**config.mk**
```make
export PLATFORM = sky130hd
export DESIGN_NAME = uaddr_resp_unit
export DESIGN_NICKNAME = d
export VERILOG_FILES = /design/src/rtl/uaddr_pkg.sv /design/src/rtl/uaddr_span_chk.sv /design/src/rtl/uaddr_resp_dec.sv /design/src/rtl/uaddr_resp_unit.sv
export SDC_FILE = /design/constraint.sdc
export NUM_CORES = 1
export LEC_CHECK = 0
export CAP_MARGIN = 5
export CORE_ASPECT_RATIO = 1.1
export CORE_MARGIN = 3
export CORE_UTILIZATION = 39
export CTS_CLUSTER_SIZE = 16
export DETAILED_ROUTE_END_ITERATION = 7
export HOLD_SLACK_MARGIN = 0.12
export PLACE_DENSITY = 0.72
export SLEW_MARGIN = 10
export SYNTH_ARGS = -nofsm -noshare
export SYNTH_HDL_FRONTEND = slang
export SYNTH_SLANG_ARGS = --single-unit
```
**constraint.sdc**
```tcl
create_clock -name clk_i -period 0.8 [get_ports clk_i]
set_input_delay 0.16 -clock clk_i [delete_from_list [all_inputs] [get_ports clk_i]]
set_output_delay 0.16 -clock clk_i [all_outputs]
set_load 0.01 [all_outputs]
```
**src/rtl/uaddr_pkg.sv**
```systemverilog
package uaddr_pkg;
  localparam int ADDR_W = 64;
  localparam int REG_W  = 3;
  localparam int OP_W   = 5;

  typedef enum logic [OP_W-1:0] {
    OP_LOAD       = 5'd0,
    OP_STORE      = 5'd1,
    OP_SEMA       = 5'd2,
    OP_FLUSH      = 5'd3,
    OP_XLATE_Q    = 5'd4,
    OP_PF_FAULT   = 5'd5,
    OP_PROBE_F    = 5'd6,
    OP_RSE_MAND   = 5'd7,
    OP_TLB_MAINT  = 5'd8,
    OP_PROBE_R    = 5'd9,
    OP_KEY_Q      = 5'd10,
    OP_PF_NF      = 5'd11,
    OP_RSE_EAGER  = 5'd12,
    OP_BRANCH     = 5'd13,
    OP_SLOT_SEQ   = 5'd14,
    OP_GPURGE_IN  = 5'd15,
    OP_GPURGE_OUT = 5'd16
  } op_e;

  typedef enum logic [1:0] {
    FV_ZERO = 2'd0,
    FV_ONE  = 2'd1,
    FV_NAT  = 2'd2
  } fval_e;

  typedef struct packed {
    logic              fault;
    logic              trap;
    logic              force_en;
    fval_e             fval;
    logic              drop;
    logic [ADDR_W-1:0] addr;
  } resp_t;
endpackage

```
**src/rtl/uaddr_span_chk.sv**
```systemverilog
// Sign-extension check of the current bundle address and of the next bundle address
module uaddr_span_chk #(
  parameter int W = 51
) (
  input  logic [56:0] win_i,   // address bits 60:4
  output logic        cur_ok_o,
  output logic        nxt_ok_o
);
  localparam int FLD_W = 61 - W + 1;
  localparam int LO    = W - 1 - 4;

  logic [FLD_W-1:0] fld, nfld;
  logic             carry;

  always_comb begin
    fld      = win_i[56:LO];
    carry    = &win_i[LO-1:0];
    nfld     = fld + FLD_W'(carry);
    cur_ok_o = (&fld) | ~(|fld);
    nxt_ok_o = (&nfld) | ~(|nfld);
  end
endmodule

```
**src/rtl/uaddr_resp_dec.sv**
```systemverilog
module uaddr_resp_dec
  import uaddr_pkg::*;
#(
  parameter int VA_W = 51
) (
  input  logic [OP_W-1:0]   op_i,
  input  logic              xlat_i,
  input  logic              spec_i,
  input  logic [ADDR_W-1:0] addr_i,
  input  logic              cur_ok_va_i,
  input  logic              cur_ok_pa_i,
  input  logic              nxt_ok_va_i,
  input  logic              nxt_ok_pa_i,
  output resp_t             resp_o
);
  localparam int TRUNC_W = ADDR_W - REG_W - VA_W;
  localparam int SEXT_W  = ADDR_W - VA_W;

  logic impl, nimpl;

  always_comb begin
    impl   = xlat_i ? cur_ok_va_i : cur_ok_pa_i;
    nimpl  = xlat_i ? nxt_ok_va_i : nxt_ok_pa_i;
    resp_o = '0;
    resp_o.fval = FV_ZERO;
    resp_o.addr = addr_i;
    case (op_e'(op_i))
      OP_LOAD: begin
        if (!impl) begin
          if (spec_i) begin
            resp_o.force_en = 1'b1;
            resp_o.fval     = FV_NAT;
          end else begin
            resp_o.fault = 1'b1;
          end
        end
      end
      OP_STORE, OP_SEMA, OP_FLUSH, OP_XLATE_Q,
      OP_PF_FAULT, OP_PROBE_F, OP_RSE_MAND:
        resp_o.fault = !impl;
      OP_TLB_MAINT:
        resp_o.fault = !cur_ok_va_i;
      OP_PROBE_R: begin
        resp_o.force_en = !impl;
        resp_o.fval     = FV_ZERO;
      end
      OP_KEY_Q: begin
        resp_o.force_en = !impl;
        if (!impl) resp_o.fval = FV_ONE;
      end
      OP_PF_NF, OP_RSE_EAGER:
        resp_o.drop = !impl;
      OP_BRANCH:
        resp_o.trap = !impl;
      OP_SLOT_SEQ:
        resp_o.trap = !nimpl;
      OP_GPURGE_IN: begin
        if (!cur_ok_va_i)
          resp_o.addr[ADDR_W-REG_W-1:VA_W] = {TRUNC_W{addr_i[VA_W-1]}};
      end
      OP_GPURGE_OUT:
        resp_o.addr = {{SEXT_W{addr_i[VA_W-1]}}, addr_i[VA_W-1:0]};
      default: ;
    endcase
  end

  always_comb begin
    a_r12_dec_single: assert ($onehot0({resp_o.fault, resp_o.trap, resp_o.force_en, resp_o.drop}));
  end
endmodule

```
**src/rtl/uaddr_resp_unit.sv**
```systemverilog
module uaddr_resp_unit
  import uaddr_pkg::*;
#(
  parameter int VA_W = 51,
  parameter int PA_W = 44
) (
  input  logic              clk_i,
  input  logic              rst_ni,
  input  logic              valid_i,
  input  logic [4:0]        op_i,
  input  logic [63:0]       addr_i,
  input  logic              xlat_i,
  input  logic              spec_i,
  output logic              done_o,
  output logic              data_fault_o,
  output logic              ia_trap_o,
  output logic              force_en_o,
  output logic [1:0]        force_val_o,
  output logic              drop_o,
  output logic [63:0]       addr_o
);
  localparam int TRUNC_W = ADDR_W - REG_W - VA_W;
  localparam int SEXT_W  = ADDR_W - VA_W;

  // index 0: virtual width, index 1: physical width
  logic [1:0] cur_ok, nxt_ok;

  for (genvar g = 0; g < 2; g++) begin : g_width
    localparam int W = (g == 0) ? VA_W : PA_W;
    uaddr_span_chk #(.W(W)) u_chk (
      .win_i    (addr_i[60:4]),
      .cur_ok_o (cur_ok[g]),
      .nxt_ok_o (nxt_ok[g])
    );
  end

  resp_t resp_d, resp_q;
  logic  done_q;

  uaddr_resp_dec #(.VA_W(VA_W)) u_dec (
    .op_i        (op_i),
    .xlat_i      (xlat_i),
    .spec_i      (spec_i),
    .addr_i      (addr_i),
    .cur_ok_va_i (cur_ok[0]),
    .cur_ok_pa_i (cur_ok[1]),
    .nxt_ok_va_i (nxt_ok[0]),
    .nxt_ok_pa_i (nxt_ok[1]),
    .resp_o      (resp_d)
  );

  always_ff @(posedge clk_i or negedge rst_ni) begin
    if (!rst_ni) begin
      done_q <= 1'b0;
      resp_q <= '0;
    end else begin
      done_q <= valid_i;
      if (valid_i) begin
        resp_q <= resp_d;
      end else begin
        resp_q.fault    <= 1'b0;
        resp_q.trap     <= 1'b0;
        resp_q.force_en <= 1'b0;
        resp_q.fval     <= FV_ZERO;
        resp_q.drop     <= 1'b0;
      end
    end
  end

  assign done_o       = done_q;
  assign data_fault_o = resp_q.fault;
  assign ia_trap_o    = resp_q.trap;
  assign force_en_o   = resp_q.force_en;
  assign force_val_o  = resp_q.fval;
  assign drop_o       = resp_q.drop;
  assign addr_o       = resp_q.addr;

  a_r1_done_follows: assert property (@(posedge clk_i) disable iff (!rst_ni)
    valid_i |=> done_o);
  a_r1_idle_quiet: assert property (@(posedge clk_i) disable iff (!rst_ni)
    !valid_i |=> !done_o && !data_fault_o && !ia_trap_o && !force_en_o && !drop_o);
  a_r12_one_resp: assert property (@(posedge clk_i) disable iff (!rst_ni)
    $onehot0({data_fault_o, ia_trap_o, force_en_o, drop_o}));
  a_r5_spec_no_fault: assert property (@(posedge clk_i) disable iff (!rst_ni)
    valid_i && op_i == OP_LOAD && spec_i |=> !data_fault_o);
  a_r7_hint_no_fault: assert property (@(posedge clk_i) disable iff (!rst_ni)
    valid_i && (op_i == OP_PF_NF || op_i == OP_RSE_EAGER) |=> !data_fault_o && !ia_trap_o);
  a_r10_trunc_impl: assert property (@(posedge clk_i) disable iff (!rst_ni)
    valid_i && op_i == OP_GPURGE_IN
    |=> addr_o[ADDR_W-REG_W-1:VA_W] == {TRUNC_W{addr_o[VA_W-1]}} && !data_fault_o);
  a_r11_out_sext: assert property (@(posedge clk_i) disable iff (!rst_ni)
    valid_i && op_i == OP_GPURGE_OUT |=> addr_o[ADDR_W-1:VA_W] == {SEXT_W{addr_o[VA_W-1]}});
  a_r12_pass_addr: assert property (@(posedge clk_i) disable iff (!rst_ni)
    valid_i && op_i != OP_GPURGE_IN && op_i != OP_GPURGE_OUT |=> addr_o == $past(addr_i));
endmodule

```
=== Yosys cells after proc, flatten, opt, wreduce, memory -nomap -nowiden ===
Cells that the tools add are included.

* Register bits after elaboration: 71
* Word-level logic and storage cells: 64
* Input port bits: 74

* Bitwise operators: 8
* Equal/unequal tests: 16
* Mux-type cells: 15
* $add $sub $neg: 2
* Reduce and logical (&&, ||, !) cells: 16

{| class="wikitable"
|+ Operator list
! kind !! count
|-
| AND reduction 46 bit || 1
|-
| == test 5 x 4 -> 1 bit, second input constant || 8
|-
| AND reduction 39 bit || 1
|-
| AND reduction 18 bit || 2
|-
| OR reduction 18 bit || 2
|-
| AND reduction 11 bit || 2
|-
| OR reduction 11 bit || 2
|-
| == test 5 x 3 -> 1 bit, second input constant || 4
|-
| case mux 10 bit (2 select lines) || 1
|-
| adder 18 x 1 -> 18 bit || 1
|-
| adder 11 x 1 -> 11 bit || 1
|-
| == test 5 x 2 -> 1 bit, second input constant || 2
|-
| two-way mux 10 bit || 1
|-
| two-way mux 3 bit || 3
|-
| case mux 3 bit (3 select lines) || 1
|-
| OR reduction 7 bit || 1
|-
| two-way mux 1 bit || 6
|-
| two-way mux 6 bit || 1
|-
| == test 5 x 1 -> 1 bit, second input constant || 1
|-
| == test 5 bit, second input constant || 1
|-
| logical NOT 5 bit || 1
|-
| inverter 1 bit || 4
|-
| OR 1 bit || 4
|-
| logical NOT 1 bit || 3
|-
| 3 further kinds || 3
|}

=== Logic depth before layout (Yosys ltp) ===
* Depth in word-level cells: 9
* Mapped depth: 12
* Mapped depth without buffers: 12

=== By module ===
A second synthesis with hierarchy kept.

* Cell total of the unflattened synthesis: 415
* Area, all modules: 4774.6 um^2

{| class="wikitable"
|+ By module, submodules not included
! module !! area each (um^2) !! instances !! cells each !! sequential area each (um^2)
|-
| uaddr_resp_unit || 2917.8 || 1 || 149 || 1776.7
|-
| uaddr_resp_dec || 792.0 || 1 || 109 || 0.0
|-
| uaddr_span_chk (g_width[1].u_chk) || 695.7 || 1 || 101 || 0.0
|-
| uaddr_span_chk (g_width[0].u_chk) || 369.1 || 1 || 56 || 0.0
|}

=== Worst setup path after synthesis ===
No wires, ideal clock.

* Kind: input port to flip-flop
* Start: in addr_i[39]
* End: reg resp_q, in the netlist ia_trap_o
* Path buffers: 0
* Data required time: 666 ps
* Cell stages on the path: 12
* Arrival: 2263 ps
* Setup slack: -1598 ps
* Library setup time: 134 ps
* Cells stage by stage: nand4_1 -> nor4_1 -> and3_1 -> and2_1 -> ha_1 -> ha_1 -> nand3_1 -> nor2_1 -> xnor2_1 -> or4_1 -> o211ai_1 -> o211ai_2

* Word-level cells in the longest chain between the ends: 9
* Elaborated cells on any way between the ends: 16

{| class="wikitable"
|+ Ends and longest elaborated chain
! item !! RTL line !! source
|-
| from (decl) || uaddr_resp_unit.sv:11 || <nowiki>input logic [63:0] addr_i,</nowiki>
|-
| AND reduction 39 bit / AND reduction 46 bit (equally long branches) || uaddr_span_chk.sv:17 || <nowiki>carry = &win_i[LO-1:0];</nowiki>
|-
| adder 18 x 1 -> 18 bit / adder 11 x 1 -> 11 bit (equally long branches) || uaddr_span_chk.sv:18 || <nowiki>nfld = fld + FLD_W'(carry);</nowiki>
|-
| OR reduction 18 bit / OR reduction 11 bit (equally long branches) || uaddr_span_chk.sv:20 || <nowiki>nxt_ok_o = (&nfld) | ~(|nfld);</nowiki>
|-
| inverter 1 bit || uaddr_span_chk.sv:20 ||
|-
| OR 1 bit || uaddr_span_chk.sv:20 ||
|-
| two-way mux 1 bit (*) || uaddr_resp_dec.sv:23 || <nowiki>nimpl = xlat_i ? nxt_ok_va_i : nxt_ok_pa_i;</nowiki>
|-
| logical NOT 1 bit (*) || uaddr_resp_dec.sv:56 || <nowiki>resp_o.trap = !nimpl;</nowiki>
|-
| case mux 1 bit (2 select lines) (*) || uaddr_resp_dec.sv:27 || <nowiki>case (op_e'(op_i))</nowiki>
|-
| two-way mux 6 bit (*) || uaddr_resp_unit.sv:58 || <nowiki>if (valid_i) begin</nowiki>
|-
| to (signal assigned) || uaddr_resp_unit.sv:59 || <nowiki>resp_q <= resp_d;</nowiki>
|-
| to (decl) || uaddr_resp_unit.sv:37 || <nowiki>resp_t resp_d, resp_q;</nowiki>
|}

Every way passes the cells marked *; elsewhere a longest branch is shown, timed or not.
A chain may end at the register's enable or synchronous reset.

=== Worst setup path after layout ===
* Start: in addr_i[34]
* End: reg resp_q, in the netlist ia_trap_o

Same word-level chain as after synthesis.

==> impl_metrics.py <==
metrics = {
    "finish": {
        "drive_gt1_share_pct": 64.26,
        "fill_cells": 514,
        "syn2layout_area_growth_pct": 95.07,
        "nets": 729,
        "regArea_um2": 1777,
        "fin_util_pct": 80.05,
        "multi_input_area_um2": 2452,
    },
    "timing": {
        "fin_setup_tns_ps": -27660,
        "tightest_slew_ps": 330.7,
        "finalSetupViolations": 121,
        "final.setup_skew_ps": 0,
        "whs_ps": 44.54,
        "hold_viol_final": 0,
        "max_freq_ghz": 0.3908,
        "maxSlewHeadroom_pct": 77.72,
        "setup_slack_ps": -1759,
        "rsz0062_at_grt": "true",
        "drv_slew": 0,
        "min_period_over_period_pct": 319.8,
        "fin_crit_ps": 2559,
    },
    "clocking": {
        "clk_latency_ps": 340,
        "hold_buffers": 1,
        "h-tree-depth": 3,
        "root_buffer": "clkbuf_8",
        "path_clk_slew_ps": 70,
        "numCtsBuffers": 9,
        "cts_sinks": 71,
        "cts_tree": "done",
        "clockBufferDepth": 2,
    },
    "power_and_ir_drop": {
        "clkPwrFrac_pct": 26.9,
        "peakVddDrop_v": 0.0007066,
        "p_per_area_nw_per_um2": 1379,
        "seqPwrFrac_pct": 41.3,
        "swShare_pct": 27.53,
        "internal_power_mw": 7.279,
        "combPwrFrac_pct": 31.8,
        "p_leak_nw": 3.403,
        "p_total_mw": 10.04,
        "netSwitchingPower_mw": 2.765,
    },
    "floorplan": {
        "initial_utilization_pct": 41.03,
        "die_y_um": 108.6,
        "core_um2": 9099,
        "pin_count": 145,
        "die_w_um": 99.29,
        "rows": 36,
        "die_area_um2": 10780,
    },
    "synthesis": {
        "synth_seq_area_share_pct": 47.59,
        "ys_top_cells_by_area": "dfrtp_1, mux2_2, nor2_1",
        "synth_cell_types": 47,
        "ys.flop_type": "dfrtp_1",
        "async_reset_ff_share_pct": 100.0,
        "synth.top_cell.area_share_pct": 47.59,
        "synth-edff-count": 0,
        "syn-num-nets": 428,
        "synth_area_leader_cell": "dfrtp_1",
        "yosysWarnings": 0,
        "synth-seq-cells": 71,
        "syn_inst": 350,
        "syn_area_um2": 3734,
        "synth.avg_cell_area_um2": 10.67,
    },
    "detailed_routing": {
        "drt.antenna.violating_nets": 0,
        "dr.pass1.iters": 4,
        "routed_wl_um": 14460,
        "vias_per_cell": 5.364,
        "drcViolationCount": 0,
        "vias": 4114,
        "wl_per_cell_um": 18.86,
        "drtIter0Drc": 173,
    },
    "worst_hold_path": {
        "hold_path.class": "in2reg",
    },
    "setup_path": {
        "cp_data_arrival_time_ps": 2770,
        "cp_slowest_stage_delay_ps": 390,
        "cp_slowest_cell": "a2111oi_4",
        "crit_chain": "clkdlybuf4s15_2 > nand4_1 > nor4_4 > buf_4 > and3_4 > ha_4 > buf_6 > ha_4 > buf_4 > nand3_2 > or3_4 > a2111oi_4 > a21oi_1 > o31ai_2 > o211ai_2",
        "endpoint_kind": "flip-flop",
        "critPathRequiredTime_ps": 1020,
        "critPathKind": "in2reg",
        "start_kind": "input port",
        "critPathMaxFanout": 4,
    },
    "global_route": {
        "grt.total_usage_pct": 24.98,
        "grt_pass1_vias": 4236,
        "grt_max_degree": 45,
        "antenna_found_initial": 1,
        "grt_pass1_wl_um": 21260,
        "grt-ovfl-total": 0,
    },
    "status": {
        "violations": "negative setup slack",
        "status": "complete, but fails checks",
    },
    "place": {
        "dpl.hpwl_um": 9648,
        "gp_congestion": 0.9839,
        "numPortBuffers": 144,
        "place_ws_ps": -2521,
    },
    "job": {
        "max-cap-violations": 0,
    },
}
## sequential cells by signal (all words and copies together), names as in the netlist
name          cells
force_en_o        1
drop_o            1
force_val_o       2
ia_trap_o         1
done_o            1
addr_o           64
data_fault_o      1
## critical path, delay by kind of cell
kind                       cells  cell delay, ps
buffers and inverters          4             550
and+or+nand+nor                5            1040
AOI/OAI and AO/OA              4             720
adders and majority gates      2             300
## cell usage after synthesis, drive strengths merged, types with 7 or more instances
master and count:
dfrtp 71, mux2 52, nor2 35, a21oi 22
nand3 18, nand4 17, nor3 16, buf 15
nand2 13, xnor2 10, nand2b 8, clkbuf 7
## layout make-up
type | count | share of cell area [%]
Multi-Input combinational cell | 254 | 33.67
Inverter | 3 | 0.1890
Sequential cell | 71 | 24.39
Antenna cell | 1 | 0.03436
Clock buffer | 10 | 1.890
Clock inverter | 2 | 0.4810
Timing Repair Buffer | 312 | 37.38
Tap cell | 114 | 1.958
## repair_timing
item | in CTS | in global routing
pin swaps | 52 | 43
endpoints found under the hold margin | 79 | 11
gates resized for setup | 566 | 80
setup buffers | 44 | 22
setup endpoints to repair | 104 | 139
## metal layers
| layer | part of all wire [%] | wire [um] | GRT usage, % | up-vias |
|---|---|---|---|---|
| met4 | 2.9 | 414 | 9.951 | 0 |
| met1 | 40 | 5848 | 30.57 | 1994 |
| met2 | 50 | 7205 | 42.56 | 188 |
| met5 | 0 | 0 | 0 | - |
| met3 | 6.9 | 997 | 6.014 | 45 |
| li1 | - | - | - | 1887 |
## placed cells by master (no fill, tap or decap), types with 11 or more instances in the layout
master,count
a21oi_2,12
buf_2,58
buf_4,116
buf_6,93
dfrtp_1,71
mux2_4,50
nand3_1,11
nand4_1,15
nor2_1,30
## power groups by stage
stage               Combinational, mW  Clock, mW  Sequential [mW]
detailed placement               2.86          0             4.17
finish                           3.20       2.70             4.15
global route                     3.38       2.89             4.19
global placement                 2.82          0             4.15
floorplan                       0.973          0             4.32
CTS                              2.90       2.71             4.10
## stage by stage
stage / instance area (um2) / std cells
after floorplan: 4273 / 350
after global placement: 6510 / 704
after detailed placement: 6510 / 704
after CTS: 6862 / 753
after global routing: 7283 / 767
final: 7283 / 767
## kinds of logic (layout without fill, tap and decap cells)
group	Yosys count	in the layout	share of synthesized area, %
AND/OR/NAND/NOR	132	132	19.04
flip-flops	71	71	47.59
multiplexers	53	53	15.95
AO/OA/AOI/OAI	50	50	9.082
buffers and inverters	25	327	3.485
XOR/XNOR	15	15	3.519
adder cells (fa/ha/maj)	4	4	1.341
other	0	1	0
## worst paths after layout
| path | end | start | cells past startpoint | slack, ps |
|---|---|---|---|---|
| setup / recovery | ia_trap_o | addr_i[34] | 15 | -1760 |
| hold / removal | addr_o[35] | addr_i[35] | 2 | 40 |
| setup reg to reg | addr_o[54] | addr_o[54] | 5 | -170 |
| hold reg to reg | addr_o[49] | addr_o[49] | 1 | 510 |
| max in group asynchronous | addr_o[4] | rst_ni | 3 | 80 |
| min in group asynchronous | addr_o[28] | rst_ni | 2 | 220 |
Note: power is estimated with default switching activity, not from simulation.
